$ cat config.mk
export PLATFORM = sky130hd
export DESIGN_NAME = timer_oc_pin
export DESIGN_NICKNAME = d
export VERILOG_FILES = /design/src/rtl/tocp_pkg.sv /design/src/rtl/tocp_decode.sv /design/src/rtl/tocp_state.sv /design/src/rtl/tocp_pinmux.sv /design/src/rtl/timer_oc_pin.sv
export SDC_FILE = /design/constraint.sdc
export NUM_CORES = 1
export LEC_CHECK = 0
export BUFFER_PORTS_ARGS = -buffer_cell sky130_fd_sc_hd__buf_2
export CORE_AREA = 2 2 39 41
export CTS_BUF_LIST = sky130_fd_sc_hd__clkbuf_8
export DETAILED_ROUTE_END_ITERATION = 12
export DIE_AREA = 0 0 41 43
export MAX_ROUTING_LAYER = met4
export PLACE_DENSITY_LB_ADDON = 0.25
export SKIP_LAST_GASP = 1
export SLEW_MARGIN = 25
export SYNTH_ARGS = -nofsm -noshare
export SYNTH_HDL_FRONTEND = slang
export SYNTH_SLANG_ARGS = --single-unit
$ cat constraint.sdc
create_clock -name clk -period 2.74 [get_ports clk]
set_clock_uncertainty 0.1 [all_clocks]
set_input_delay 0.274 -clock clk [delete_from_list [all_inputs] [get_ports clk]]
set_output_delay 0.274 -clock clk [all_outputs]
set_load 0.02 [all_outputs]
$ cat src/rtl/tocp_pkg.sv
package tocp_pkg;

    typedef enum logic [1:0] {
        OC_OFF    = 2'b00,
        OC_TOGGLE = 2'b01,
        OC_CLEAR  = 2'b10,
        OC_SET    = 2'b11
    } oc_mode_e;

    typedef struct packed {
        logic load;
        logic value;
    } oc_action_t;

    function automatic oc_action_t oc_decide(input oc_mode_e mode,
                                             input logic strobe,
                                             input logic cur);
        oc_action_t act;
        act.load  = 1'b0;
        act.value = cur;
        if (strobe) begin
            unique case (mode)
                OC_TOGGLE: begin act.load = 1'b1; act.value = ~cur; end
                OC_CLEAR:  begin act.load = 1'b1; act.value = 1'b0; end
                OC_SET:    begin act.load = 1'b1; act.value = 1'b1; end
                default:   begin act.load = 1'b0; act.value = cur;  end
            endcase
        end
        return act;
    endfunction

endpackage

$ cat src/rtl/tocp_decode.sv
module tocp_decode
    import tocp_pkg::*;
(
    input  logic       match_i,
    input  logic       force_i,
    input  logic [1:0] mode_i,
    input  logic       cur_i,
    output oc_action_t act_o
);
    logic strobe;
    assign strobe = match_i | force_i;

    always_comb begin
        act_o = oc_decide(oc_mode_e'(mode_i), strobe, cur_i);
    end
endmodule

$ cat src/rtl/tocp_state.sv
module tocp_state
    import tocp_pkg::*;
(
    input  logic       clk,
    input  logic       rst,
    input  oc_action_t act_i,
    output logic       state_o
);
    always_ff @(posedge clk) begin
        if (rst) begin
            state_o <= 1'b0;
        end else if (act_i.load) begin
            state_o <= act_i.value;
        end
    end
endmodule

$ cat src/rtl/tocp_pinmux.sv
module tocp_pinmux (
    input  logic       state_i,
    input  logic [1:0] mode_i,
    input  logic       data_i,
    input  logic       dir_i,
    output logic       out_o,
    output logic       oe_o
);
    logic take_over;
    assign take_over = |mode_i;

    always_comb begin
        out_o = take_over ? state_i : data_i;
        oe_o  = dir_i;
    end
endmodule

$ cat src/rtl/timer_oc_pin.sv
module timer_oc_pin
    import tocp_pkg::*;
#(
    parameter int NCH = 2
) (
    input  logic                clk,
    input  logic                rst,
    input  logic [NCH-1:0]      cmp_match_i,
    input  logic [NCH-1:0]      force_i,
    input  logic [NCH-1:0][1:0] mode_i,
    input  logic [NCH-1:0]      port_data_i,
    input  logic [NCH-1:0]      port_dir_i,
    output logic [NCH-1:0]      pin_out_o,
    output logic [NCH-1:0]      pin_oe_o
);
    logic [NCH-1:0] oc_state;

    for (genvar ch = 0; ch < NCH; ch++) begin : g_ch
        oc_action_t act;

        tocp_decode u_dec (
            .match_i (cmp_match_i[ch]),
            .force_i (force_i[ch]),
            .mode_i  (mode_i[ch]),
            .cur_i   (oc_state[ch]),
            .act_o   (act)
        );

        tocp_state u_reg (
            .clk     (clk),
            .rst     (rst),
            .act_i   (act),
            .state_o (oc_state[ch])
        );

        tocp_pinmux u_mux (
            .state_i (oc_state[ch]),
            .mode_i  (mode_i[ch]),
            .data_i  (port_data_i[ch]),
            .dir_i   (port_dir_i[ch]),
            .out_o   (pin_out_o[ch]),
            .oe_o    (pin_oe_o[ch])
        );
    end
endmodule

==> results of run 1 <==
how the worst min path moves through the flow:
stage	startpoint	endpoint	slack [ns]	cells after the start
global placement	port_dir_i[1]	pin_oe_o[1]	0.45	0
floorplan	mode_i[0]	g_ch[0].u_reg.state_o	0.34	2
detailed placement	port_dir_i[1]	pin_oe_o[1]	0.45	0
global route	mode_i[0]	g_ch[0].u_reg.state_o	0.27	3
CTS	mode_i[0]	g_ch[0].u_reg.state_o	0.26	3
finish	mode_i[0]	g_ch[0].u_reg.state_o	0.26	3
layout by cell type (no fill, tap or decap), drive strengths merged:
| cell type | instances |
|---|---|
| dfxtp | 2 |
| clkbuf | 3 |
| o22a | 2 |
| o32ai | 2 |
| nor2 | 2 |
| nand2b | 2 |
| buf | 13 |
| nor3 | 2 |
| mux2 | 2 |
| nor2b | 2 |
| or2b | 2 |
Yosys cell counts:
cell and count:
nor2_1 2, nor3_1 2, nor2b_1 2, nand2b_1 2, o32ai_1 2, mux2_1 2, or2b_1 2, o22a_1 2
dfxtp_1 2, buf_4 4
per-stage QoR:
| stage | total power, mW | instances | utilization [%] | setup slack [ns] |
|---|---|---|---|---|
| final | 0.180 | 50 | 20.3 | 1.39 |
| after CTS | 0.185 | 50 | 20.3 | 1.39 |
| after floorplan | 0.0581 | 22 | - | 1.53 |
| after global routing | 0.193 | 50 | 20.3 | 1.31 |
| after global placement | 0.0649 | 47 | 17.4 | 1.39 |
| after detailed placement | 0.0641 | 47 | 17.4 | 1.39 |
cell families after synthesis:
logic type | after synthesis | share of synthesized area [%]
AO/OA/AOI/OAI | 4 | 18.9
multiplexers | 2 | 12.2
buffers and inverters | 4 | 16.2
AND/OR/NAND/NOR | 10 | 31.1
flip-flops | 2 | 21.6
metal layers:
metal  share of wire [%]  global-route usage (%)  vias up
met5                   0                       -        -
met4                   0                    6.00        0
met3                  17                    4.71        0
met2                  37                    6.56       14
met1                  46                    6.39       80
li1                    -                       -      100
worst max-delay path: stages:
cell	delay, ns
buf_2	0.11
nor2_1	0.11
mux2_1	0.32
buf_2	0.16
area by class of cell:
class | count | area [um^2] | share of cell area [%]
Clock buffer | 3 | 41.3 | 14.7
Sequential cell | 2 | 40.0 | 14.2
Timing Repair Buffer | 13 | 65.1 | 23.1
Tap cell | 16 | 20.0 | 7.11
Multi-Input combinational cell | 16 | 115 | 40.9
power breakdown:
| group | total (mW) | internal [mW] | switching, mW |
|---|---|---|---|
| clock network | 0.117 | 0.0930 | 0.0238 |
| registers | 0.0342 | 0.0320 | 0.00215 |
| logic | 0.0293 | 0.0162 | 0.0131 |
==> metrics.csv, run 1 <==
stage,metric,value,unit
run_status,status,completed,
power,p_per_area,640,nW/um^2
clocking,cts_max_level,1,
clocking,cts_buffers,3,
clocking,clk_pin_slew,0.03,ns
detailed_routing,first_pass_iters,2,
clocking,clockBufferDepth,2,
sta,fin_crit_sh,49.1,%
finish,diodes,0,
finish,post-route-cell-area,282,um^2
finish,area_growth,52.0,%
detailed_routing,ant_nets,0,
run,drv_cap,0,
global_route,grt_usage,6.06,%
finish,top_register,g_ch.u_reg.state_o,
floorplanning,initial_utilization,13.4,%
finish,drive_above_1_share,47.1,%
sta,finalSetupTns,0,ns
critical_path,end_kind,output pin,
global_route,grt_first_pass_wirelength,607,um
yosys,synth_fp_nets,36,
sta,setup_viol,0,
sta,relSlewSlack,86.2,%
critical_path,endpoint,pin_out_o[0],
critical_path,critPathArrivalTime,0.97,ns
placed_design,placed_area,240,um^2
critical_path,cp_max_fo,3,
floorplanning,num_rows,14,
global_route,grt-ovfl-total,0,
power,p_leak,0.128,nW
global_route,grt_pass1_vias,165,
power,ir_worst_vdd,0.000245,V
sta,hold_viol,0,
detailed_routing,vias,194,
yosys,synth.area.top_cells,"dfxtp_1, buf_4, mux2_1",
critical_path,crit_start,mode_i[1],
critical_path,critPathRequiredTime,2.37,ns
detailed_routing,drc_errors,0,
clocking,clk_latency,0.21,ns
sta,tightest_slew,0.207,ns
clocking,cts-root-buf,clkbuf_8,
yosys,ys_warn_count,0,
floorplanning,io_pins,18,
yosys,synth_top_area_share,21.6,%
yosys,synth.largest_area_cell,dfxtp_1,
critical_path,cp-start-kind,primary input,
floorplanning,die_area,1760,um^2
yosys,ys_types,10,
yosys,syn_area,185,um^2
detailed_routing,drt_wl_total,412,um
floorplanning,core,1380,um^2
critical_path,worstRegToRegCells,2,
yosys,synthCells,22,
detailed_routing,initialDrtViolationCount,1,
sta,period_minus_slack,1.35,ns
placed_design,place.gp.congestion,0.677,
sta,slew_violations,0,
global_route,antenna_found_initial,0,
sta,whs,0.258,ns
detailed_routing,via_per_inst,3.88,
floorplanning,die_w,41,um
yosys,avgSynthCellArea,8.42,um^2
clocking,cts_resized,0,
finish,fillCellCount,157,
critical_path,regToRegSetupSlack,1.85,ns
floorplanning,die_height,43,um
yosys,synth-seq-cells,2,
clocking,postCtsSetupBuffers,0,
yosys,synth_seq_area_share,21.6,%
critical_path,reg2reg_from,g_ch[1].u_reg.state_o,
sta,rsz0062_at_grt,no,
finish,nNetsFinal,50,
critical_path,r2r-end,g_ch[1].u_reg.state_o,
clocking,hold_buffers,0,
clocking,cts_tree,built,
min_path,hp-class,primary input to flip-flop,
global_route,grt_max_degree,5,
finish,top_regs,g_ch.u_reg.state_o: 2 flops,
placed_design,numPortBuffers,13,
detailed_routing,wl_per_cell,8.24,um
finish,largest_reg_flops,2,
sta,fmax,743,MHz
clocking,clock_sinks,2,
critical_path,critPathKind,primary input to output pin,
Note: power is estimated with default switching activity, not from simulation.
==> run 2: changes to the inputs <==
--- a/config.mk
+++ b/config.mk
@@ -5,6 +5,7 @@
 export SDC_FILE = /design/constraint.sdc
 export NUM_CORES = 1
 export LEC_CHECK = 0
+export ABC_AREA = 1
 export BUFFER_PORTS_ARGS = -buffer_cell sky130_fd_sc_hd__buf_2
 export CORE_AREA = 2 2 39 41
 export CTS_BUF_LIST = sky130_fd_sc_hd__clkbuf_8
==> constraint.sdc (replaced) <==
create_clock -name clk -period 1.4 [get_ports clk]
set_clock_uncertainty 0.1 [all_clocks]
set_input_delay 0.14 -clock clk [delete_from_list [all_inputs] [get_ports clk]]
set_output_delay 0.14 -clock clk [all_outputs]
set_load 0.02 [all_outputs]
==> run 2 against run 1 <==
Against the previous run: clock power increased by 96%; critical path depth shrank 1; power grew 94%; worst hold slack lost 0.24 ns; global-route usage is 0.40 points higher; cell count rose by 24%; sequential share of layout area shrank 0.49 points; first-iteration DRC count increased to 3.0 times the previous value; non-clock buffer count did not move; synthesized cell count increased by 55%; sequential power is 88% higher; setup slack worse by 1.0 ns.
==> metrics.csv, run 2 <==
stage,metric,value,unit
finish,final_common_cell,buf_2,
critical_path,worstRegToRegCells,3,
finish,nNetsFinal,62,
yosys,synth-seq-cells,2,
floorplanning,io_pins,18,
critical_path,path_delay_family,flip-flops,
critical_path,slowest_stage,dfxtp_1,
power,p_leak,0.176,nW
floorplanning,die_w,41,um
critical_path,cp-start-kind,flip-flop,
critical_path,critPathKind,flip-flop to output pin,
sta,fin_crit_sh,74.5,%
yosys,ys_types,8,
min_path,holdPathEnd,g_ch[0].u_reg.state_o,
finish,diodes,0,
floorplanning,die_area,1760,um^2
critical_path,reg2reg_from,g_ch[0].u_reg.state_o,
sta,period_minus_slack,1.04,ns
detailed_routing,initialDrtViolationCount,3,
detailed_routing,ant_nets,0,
detailed_routing,via_per_inst,3.52,
min_path,min_path_cells,2,
clocking,clock_sinks,2,
critical_path,crit_buf_inv,1,
clocking,cts_resized,0,
finish,fin_cells,62,
clocking,clk_latency,0.21,ns
global_route,grt_usage,6.46,%
run_status,status,completed,
critical_path,crit_top_cell,nand2_1,
floorplanning,num_rows,14,
yosys,synthCells,34,
sta,hold_viol,0,
yosys,synth_common_cells,"nand2_1, buf_4, inv_1, inv_2, nand3_1",
yosys,ys.flop_type,dfxtp_1,
power,ir_worst_vdd,0.000353,V
clocking,cts_buffers,3,
yosys,synth_top_area_share,23.1,%
floorplanning,core,1380,um^2
clocking,hold_buffers,0,
finish,area_growth,49.4,%
detailed_routing,first_pass_iters,2,
sta,tightest_slew,0.107,ns
sta,fmax,959,MHz
clocking,clockBufferDepth,2,
sta,setup_viol,0,
finish,drive_above_1_share,52.2,%
sta,finalSetupTns,0,ns
floorplanning,initial_utilization,14.1,%
critical_path,critPathArrivalTime,0.80,ns
critical_path,crit_cells,3,
placed_design,placed_cells,59,
detailed_routing,vias,218,
finish,multi_input_area,95.1,um^2
clocking,postCtsSetupBuffers,0,
min_path,hp-class,primary input to flip-flop,
critical_path,cp_max_fo,3,
finish,most-common-layout-cells,"buf_2, nand2_1, inv_2, nand3_1, inv_1",
global_route,antenna_found_initial,0,
sta,finalWorstSetupSlack,0.357,ns
sta,slew_violations,0,
critical_path,end_kind,output pin,
detailed_routing,drc_errors,0,
min_path,hp-start,rst,
critical_path,max_stage_delay,0.33,ns
global_route,grt-ovfl-total,0,
finish,largest_reg_flops,2,
finish,top_regs,g_ch.u_reg.state_o: 2 flops,
clocking,cts_tree,built,
critical_path,cp_cell_sequence,nand2_1 -> nand2_1 -> buf_2,
clocking,cts_max_level,1,
yosys,synth_fp_nets,48,
critical_path,regToRegSetupSlack,0.65,ns
clocking,clk_pin_slew,0.03,ns
placed_design,numPortBuffers,13,
global_route,grt_first_pass_wirelength,614,um
finish,top_register,g_ch.u_reg.state_o,
yosys,postSynth.asyncResetShare,0,%
floorplanning,die_height,43,um
critical_path,crit_start,g_ch[0].u_reg.state_o,
finish,regArea,40.0,um^2
placed_design,pre_cts_slack,0.560,ns
global_route,grt_max_degree,4,
yosys,syn_area,195,um^2
yosys,synth.largest_area_cell,nand2_1,
sta,rsz0062_at_grt,no,
finish,final_core_util,21.1,%
yosys,avgSynthCellArea,5.74,um^2
power,p_per_area,1200,nW/um^2
yosys,ys_warn_count,0,
global_route,grt_pass1_vias,187,
detailed_routing,wl_per_cell,6.44,um
detailed_routing,drt_wl_total,399,um
critical_path,r2r-end,g_ch[0].u_reg.state_o,
yosys,synth.area.top_cells,"nand2_1, dfxtp_1, buf_4",
placed_design,place.gp.congestion,0.555,
clocking,cts-root-buf,clkbuf_8,
critical_path,critPathRequiredTime,1.16,ns
finish,fillCellCount,172,
run,drv_cap,0,
yosys,synth_edf_count,0,
sta,relSlewSlack,92.9,%
yosys,synth_seq_area_share,20.5,%
yosys,yosysMostFrequentCell,nand2_1,
power,total_power,0.349,mW
-- run 2: power breakdown --
group	total [mW]	internal [mW]	switching [mW]	leakage [nW]
combinational	0.0565	0.0261	0.0304	0.138
sequential	0.0644	0.0617	0.00265	0.0166
clock	0.229	0.182	0.0468	0.0216
-- run 2: through the flow --
| step | hold WS (ns) | instance area (um^2) |
|---|---|---|
| after floorplan | 0.102 | 195 |
| after global placement | 0.180 | 250 |
| after detailed placement | 0.180 | 250 |
| after CTS | 0.0161 | 292 |
| after global routing | 0.0266 | 292 |
| final | 0.0138 | 292 |
-- run 2: cells by family after synthesis --
family | count (synthesis) | share of synthesized area, %
AND/OR/NAND/NOR | 18 | 39.7
buffers and inverters | 12 | 30.8
AO/OA/AOI/OAI | 2 | 8.98
flip-flops | 2 | 20.5
-- run 2: how the worst max path moves through the flow --
stage / end / slack, ns
after floorplan: pin_out_o[0] / 0.62
after global placement: pin_out_o[1] / 0.56
after detailed placement: pin_out_o[1] / 0.56
after CTS: pin_out_o[1] / 0.35
after global routing: pin_out_o[1] / 0.30
final: pin_out_o[0] / 0.36
-- run 2: per-layer routing --
metal  GRT usage (%)  vias up  share of wire, %
met1            3.50       87                31
met3            4.71        4                12
met2            8.44        7                49
met5               -        -                 0
met4            10.7        0               8.0
li1                -      120                 -
-- run 2: layout make-up --
class | instances | area share (%)
multi-input combinational | 20 | 32.6
timing repair buffer | 13 | 22.3
clock buffer | 3 | 14.2
sequential | 2 | 13.7
inverter | 8 | 10.3
tap | 16 | 6.87
==> run 3: changes to the inputs <==
==> constraint.sdc (replaced) <==
create_clock -name clk -period 0.9 [get_ports clk]
set_clock_uncertainty 0.1 [all_clocks]
set_input_delay 0.09 -clock clk [delete_from_list [all_inputs] [get_ports clk]]
set_output_delay 0.09 -clock clk [all_outputs]
set_load 0.02 [all_outputs]
==> run 3 against run 2 <==
Against the previous run: the flow now finishes with violations (negative setup slack); die area unchanged; sequential power increased by 57%; design area increased by 14%.
==> metrics.csv, run 3 (same netlist as run 2, synthesis figures left out) <==
stage,metric,value,unit
floorplanning,die_area,1760,um^2
finish,area_growth,69.9,%
floorplanning,core,1380,um^2
sta,hold_viol,0,
critical_path,cp-start-kind,flip-flop,
finish,top_regs,g_ch.u_reg.state_o: 2 flops,
global_route,grtUsageMet2,7.50,%
placed_design,placed_cells,59,
detailed_routing,via_per_inst,3.42,
detailed_routing,initialDrtViolationCount,0,
power,ir_worst_vdd,0.000457,V
clocking,cts_tree,built,
sta,fin_crit_sh,105,%
placed_design,dpl.hpwl,319,um
power,p_per_area,1690,nW/um^2
global_route,grt_max_degree,4,
floorplanning,num_rows,14,
run_status,status,"complete, but fails checks",
clocking,clk_pin_slew,0.03,ns
sta,setup_viol,2,
clocking,cts_buffers,3,
global_route,busiest_layer,met2,
detailed_routing,first_pass_iters,1,
sta,tightest_slew,0.0895,ns
finish,multi_input_area,103,um^2
detailed_routing,drc_errors,0,
placed_design,numPortBuffers,13,
sta,finalWorstSetupSlack,-0.0444,ns
critical_path,cp_max_fo,3,
finish,regArea,42.5,um^2
global_route,grt_usage,5.97,%
finish,final_core_util,24.0,%
critical_path,critPathRequiredTime,0.71,ns
finish,top_register,g_ch.u_reg.state_o,
global_route,met1_usage,4.82,%
finish,nNetsFinal,64,
finish,fillCellCount,166,
placed_design,place.gp.congestion,0.625,
finish,diodes,0,
floorplanning,die_height,43,um
floorplanning,die_w,41,um
finish,most-common-layout-cells,"nand2_1, buf_2, inv_2, inv_1",
clocking,clock_sinks,2,
sta,finalSetupTns,-0.0770,ns
detailed_routing,vias,219,
critical_path,critPathKind,flip-flop to output pin,
global_route,grt-ovfl-total,0,
clocking,clockBufferDepth,2,
floorplanning,initial_utilization,14.1,%
clocking,clk_latency,0.21,ns
sta,period_minus_slack,0.944,ns
global_route,use_met3,4.71,%
sta,fmax,1060,MHz
critical_path,critPathArrivalTime,0.75,ns
detailed_routing,drt_wl_total,423,um
floorplanning,io_pins,18,
finish,fin_cells,64,
critical_path,end_kind,output pin,
power,p_leak,0.192,nW
run,drv_cap,0,
sta,slew_violations,0,
min_path,hp-class,primary input to flip-flop,
run_status,violations,negative setup slack,
finish,drive_above_1_share,60.4,%
global_route,antenna_found_initial,0,
sta,rsz0062_at_grt,yes,
sta,relSlewSlack,94.0,%
detailed_routing,ant_nets,0,
global_route,grt_pass1_vias,188,
global_route,grt_first_pass_wirelength,600,um
clocking,cts-root-buf,clkbuf_8,
finish,largest_reg_flops,2,
detailed_routing,wl_per_cell,6.61,um
clocking,cts_max_level,1,
-- run 3: cell types whose count changed in the layout (fill, tap and decap cells not counted), sizes merged --
cell,before,now
buf,13,14
dlygate4sd3,0,1
-- run 3: per-layer routing --
metal	vias up	wire length (um)
met5	-	0
met2	5	230
li1	124	-
met3	0	35
met1	90	157
met4	0	0
-- run 3: stage by stage --
| step | power (mW) | setup WS (ns) | hold WS (ns) | cell area [um^2] |
|---|---|---|---|---|
| floorplan | 0.176 | 0.169 | 0.0524 | 195 |
| global placement | 0.191 | 0.124 | 0.0802 | 250 |
| detailed placement | 0.190 | 0.123 | 0.0802 | 250 |
| CTS | 0.571 | -0.0596 | 0.0748 | 324 |
| global route | 0.596 | -0.0891 | 0.0576 | 332 |
| finish | 0.560 | -0.0444 | 0.0530 | 332 |
-- run 3: layout make-up --
type,count,area share [%]
flip-flops and latches,2,12.8
inverters,8,9.06
multi-input cells,20,30.9
clock buffers,3,12.5
well taps,16,6.04
repair buffers,15,28.7
-- run 3: final timing paths --
path              cells past startpoint  slack [ns]               endpoint                  start
setup / recovery                      3       -0.04           pin_out_o[1]  g_ch[1].u_reg.state_o
hold / removal                        3        0.05  g_ch[0].u_reg.state_o              mode_i[0]
setup reg to reg                      4        0.07  g_ch[0].u_reg.state_o  g_ch[0].u_reg.state_o
hold reg to reg                       2        0.37  g_ch[1].u_reg.state_o  g_ch[1].u_reg.state_o
-- run 3: report_power, final --
group	leakage, nW	total [mW]	internal (mW)	switching (mW)
registers	0.0172	0.101	0.0972	0.00355
logic	0.153	0.111	0.0573	0.0541
clock network	0.0216	0.348	0.282	0.0656
total	0.192	0.560	0.437	0.123
-- run 3: what timing repair did --
action,4_1_cts,5_1_grt
setup buffers,1,0
pin swaps,1,1
resized for setup,6,2
endpoints found under the setup margin,2,3
hold endpoints to repair,2,0
hold buffers,1,0
-- run 3: worst max-delay path, stage by stage (launching register included) --
cell and delay (ns):
dfxtp_2 0.31, nand2_1 0.06, nand2_1 0.05, buf_6 0.13
